### src/rtl/adc_window_watch.sv
module adc_window_watch #(
  parameter int W = 16
) (
  input  logic         clk,
  input  logic         rst_n,
  input  logic [W-1:0] res_word,
  input  logic         res_done,
  input  logic         above_wr,
  input  logic [W-1:0] above_data,
  input  logic         below_wr,
  input  logic [W-1:0] below_data,
  input  logic         sw_clr,
  input  logic         irq_en,
  output logic         win_flag,
  output logic         win_irq
);
  localparam logic [W-1:0] ALL_ONES = '1;

  logic [W-1:0] above_q, below_q;
  logic         inside_mode, hit_in, hit_out, hit;

  always_ff @(posedge clk or negedge rst_n)
    if (!rst_n) begin
      above_q <= ALL_ONES;
      below_q <= '0;
    end else begin
      if (above_wr) above_q <= above_data;
      if (below_wr) below_q <= below_data;
    end

  assign inside_mode = below_q > above_q;
  assign hit_in      = (res_word > above_q) && (res_word < below_q);
  assign hit_out     = (res_word < below_q) || (res_word > above_q);
  assign hit         = res_done && (inside_mode ? hit_in : hit_out);

  always_ff @(posedge clk or negedge rst_n)
    if (!rst_n)      win_flag <= 1'b0;
    else if (hit)    win_flag <= 1'b1;
    else if (sw_clr) win_flag <= 1'b0;

  assign win_irq = win_flag & irq_en;
endmodule


### config.mk
export PLATFORM = sky130hd
export DESIGN_NAME = adc_window_watch
export DESIGN_NICKNAME = d
export VERILOG_FILES = /design/src/rtl/adc_window_watch.sv
export SDC_FILE = /design/constraint.sdc
export NUM_CORES = 1
export LEC_CHECK = 0
export BUFFER_PORTS_ARGS = -buffer_cell sky130_fd_sc_hd__buf_4
export CORE_UTILIZATION = 33
export CTS_CLUSTER_SIZE = 25
export DETAILED_ROUTE_END_ITERATION = 8
export PLACE_DENSITY_LB_ADDON = 0.25
export SYNTH_ARGS = -nofsm -noshare
export SYNTH_HDL_FRONTEND = slang
export SYNTH_SLANG_ARGS = --single-unit
### constraint.sdc
create_clock -name clk -period 2.1 [get_ports clk]
set_input_delay 0.21 -clock clk [delete_from_list [all_inputs] [get_ports clk]]
set_output_delay 0.21 -clock clk [all_outputs]
set_load 0.02 [all_outputs]
Yosys cells after proc, flatten, opt, wreduce, memory -nomap -nowiden. Index checks and enable logic that the tools add are counted.

Add/sub/neg operators: 0. Multipliers: 0. Div/mod/pow operators: 0. $lt $le $gt $ge: 3. Equality and inequality tests: 0. Shift operators: 0. Muxes and demuxes: 3. Bitwise gates (word level): 1. Reductions and logical operators: 4.

Operators by type and width (number): $gt A16 B16 Y1 (2); $lt A16 B16 Y1 (1); $mux W1 (3); $logic_and A1 B1 Y1 (2); $reduce_bool A2 Y1 (1); $and A1 B1 Y1 (1); $logic_or A1 B1 Y1 (1).

Bits in registers: 33. Latch bits: 0. Memory bits (writable): 0. Memory bits (read-only): 0. Input port bits: 55. Output and inout port bits: 2. Word-level logic and storage cells: 14. Memories: 0.

Logic depth before layout (Yosys ltp).
Depth in word-level cells: 5. Mapped depth: 8. Depth with buffers taken out: 8.

Least setup slack after synthesis. No wires, ideal clock.

Path kind: register to register. Start: register above_q[9]. End: register win_flag. Arrival time: 2.015 ns. Path slack: 0.009 ns. Cell stages (with the launch flop): 9. Path buffers: 0. Clock period less this slack: 2.091 ns. Cell sequence: dfstp_2 -> inv_1 -> ha_1 -> a21o_1 -> a21o_1 -> a221o_1 -> a2111oi_2 -> nor2_1 -> o21ai_1.

Longest elaborated chain between the ends: 5. Elaborated cells on any way between the ends: 8. Those cells by class: 2 x order compare; 2 x mux; 4 x reduce/logical.

Ends and longest elaborated chain: from (decl) (line 19) `logic [W-1:0] above_q, below_q;`; from (signal assigned) (line 27) `if (above_wr) above_q <= above_data;`; $gt A16 B16 Y1 (line 32, 33); $logic_or A1 B1 Y1 or $logic_and A1 B1 Y1 (tied branches) (line 33, 32); $mux W1 (*) (line 34) `assign hit = res_done && (inside_mode ? hit_in : hit_out);`; $logic_and A1 B1 Y1 (*) (line 34); $mux W1 or $reduce_bool A2 Y1 (tied branches); to (signal assigned) (line 37) `if (!rst_n) win_flag <= 1'b0;`; to (signal assigned) (line 38) `else if (hit) win_flag <= 1'b1;`; to (signal assigned) (line 39) `else if (sw_clr) win_flag <= 1'b0;`; to (decl) (line 14) `output logic win_flag,`.

Mark *: on every way between the ends. The rest lies on a longest branch, timed or not. A chain may end at the register's enable or synchronous reset.

Final worst setup path. Ends and elaborated chain as after synthesis.

==> results_dict.tcl <==
set metrics [dict create \
    status "complete, no violations" \
    antenna_cells 0 \
    ant_nets 0 \
    ios 57 \
    synthCells 257 \
    synth_fp_nets 359 \
    dieArea_um2 7350 \
    worst_slew_pin_slew_ps 497 \
    met1_usage 0.206 \
    first_pass_iters 4 \
    synth_top_area_frac 0.254 \
    clk_path_buf_depth 2 \
    crit_fanout 2 \
    grt_pass1_vias 1989 \
    drt-total-wl_mm 5.54 \
    skew_ps 5.67 \
    finish.utilization 0.443 \
    clkPwrFrac 0.279 \
    startpoint "above_q[9]" \
    via_per_inst 4.80 \
    synthArstFlopShare 1.00 \
    vias 1983 \
    clk_pin_slew_worst_paths_ps 70 \
    max_freq_mhz 477 \
    grt_use_met3 0.0337 \
    grt_busiest_layer "met2" \
    seq_area_um2 846 \
    drcViolationCount 0 \
    grt_util_all_layers 0.161 \
    syn_avg_cell_area_um2 9.01 \
    swShare 0.306 \
    synth_cell_types 31 \
    num-fill-cells 713 \
    period_share 0.998 \
    netlist.top_cell.by_area "ha_1" \
    switching_power_mw 0.548 \
    rsz0062_at_grt "true" \
    htreeDepth 2 \
    ys_warn_count 0 \
    postCtsSetupBuffers 0 \
    peakVddDrop_v 0.000323 \
    cts_tree "yes" \
    internal-power_mw 1.24 \
    grt_overflow 0 \
    yosysMostFrequentCell "ha_1" \
    power_density_nw_per_um2 596 \
    setup_viol 0 \
    fp.dieW_um 85.8 \
    power_frac_seq 0.419 \
    synth_edf_count 0 \
    yosys-top-cells-count "ha_1, nand2_1, o21ai_0, inv_1" \
    syn2layout_area_growth_pct 29.9 \
    clkLatencyLatePin_ps 280 \
    coreArea_um2 6790 \
    finalHoldViolCount 0 \
    cp-end-kind "register" \
    root_buffer "clkbuf_8" \
    critical_path_class "register to register" \
    drtIter0Drc 70 \
    ys.flop_type "dfrtp_1" \
    start_util 0.341 \
    dp_hpwl_mm 4.24 \
    hold_class "input pin to register" \
    slew-limit-headroom 0.668 \
    worstPathRequired_ps 2310 \
    grt_max_degree 34 \
    min_from "below_data[1]" \
    fin_crit_ps 2100 \
    cts_buffers 5 \
    antenna_found_initial 0 \
    synthTopCellsByArea "ha_1, dfrtp_1, dfstp_2" \
    synth_area_um2 2310 \
    portBuffers 56 \
    regToRegStartpoint "above_q[9]" \
    crit_path_start_kind "register" \
    routabilityCongestion 0.826 \
    clock_sinks 33 \
    fin_nets 418 \
    drv_cap 0 \
    combPwrFrac 0.302 \
    synth_seq_cells 33 \
    ys_seq_area_frac 0.365 \
    drv_slew 0 \
    use_met2 0.271 \
    row_count 30 \
    total_power_mw 1.79 \
    multi_input_area_um2 1390 \
    fp.dieH_um 85.8 \
    grt_pass1_wl_mm 9.17 \
    cp.arrival_ps 2310 \
    power_leakage_nw 1.47 \
    wl_per_cell_um 13.4 \
    drive_above_1_share 0.284 \
]
final timing paths:
path,end,slack [ps],cells past startpoint
max,win_flag,5,8
min,below_q[1],130,3
max reg2reg,win_flag,5,8
min reg2reg,above_q[8],530,2
max in group asynchronous,above_q[14],1330,2
min in group asynchronous,below_q[1],420,2
layout make-up:
cell class,count,share of cell area
Tap cell,96,0.0399
Inverter,34,0.0424
Multi-Input combinational cell,184,0.461
Clock buffer,8,0.0300
Sequential cell,33,0.281
Timing Repair Buffer,58,0.146
what timing repair did:
item	CTS	global route
setup endpoints to repair	1	1
pin swaps	3	13
gates cloned	0	0
hold buffers	1	0
endpoints found under the hold margin	17	0
gates resized for setup	0	11
layer usage:
| layer | share of wire | up-vias | routed length (µm) |
|---|---|---|---|
| li1 | - | 1025 | - |
| met1 | 0.48 | 904 | 2650 |
| met2 | 0.47 | 49 | 2590 |
| met3 | 0.043 | 5 | 239 |
| met4 | 0.010 | 0 | 58 |
| met5 | 0 | - | 0 |
placed cells by master, fill, tap and decap left out, types with 3 or more instances in the layout:
cell	n
ha_1	43
dfstp_2	16
clkbuf_8	6
dfrtp_1	17
a21oi_1	16
nand3_1	3
a21o_1	5
buf_4	57
inv_1	32
nor2_1	4
nor2b_1	4
and4_1	3
nand4_1	8
o21ai_0	35
nand2_1	38
ha_4	4
state kept, by name (all words and copies together) (netlist names):
register	flops
above_q	16
below_q	16
win_flag	1
power groups by stage:
stage,Clock (mW),Combinational (mW),Sequential (mW)
after floorplan,0,0.305,0.756
after global placement,0,0.503,0.759
after detailed placement,0,0.514,0.759
after CTS,0.523,0.521,0.749
after global routing,0.545,0.624,0.758
final,0.499,0.541,0.751
per-stage QoR:
stage | instance area (µm²) | setup TNS [ps] | setup slack (ps) | hold WS (ps) | instances
2_1_floorplan | 2310 | 0 | 8.61 | -85.6 | 257
4_1_cts | 2940 | 0 | 4.61 | 121 | 413
5_1_grt | 3010 | -49.1 | -49.1 | 131 | 413
3_3_place_gp | 2840 | -38.0 | -38.0 | 192 | 404
3_5_place_dp | 2840 | -88.1 | -88.1 | 191 | 404
6_report | 3010 | 0 | 4.59 | 127 | 413
worst max-delay path, stage by stage (launching register included):
cell and delay, ps:
dfstp_2 530, inv_2 50, ha_4 210, a21o_1 170, a21o_1 140, a221o_1 370, a2111oi_2 370, nor2_1 80
o21ai_1 110
logic make-up (layout without fill, tap and decap cells):
| logic type | Yosys count | count (layout) | synth area share |
|---|---|---|---|
| mux | 1 | 1 | 0.00486 |
| fa+ha+maj | 47 | 47 | 0.254 |
| compound gates | 71 | 71 | 0.179 |
| flops | 33 | 33 | 0.365 |
| buf+inv | 40 | 100 | 0.0649 |
| simple gates | 65 | 65 | 0.131 |
Power figures use the tool's default switching activity.
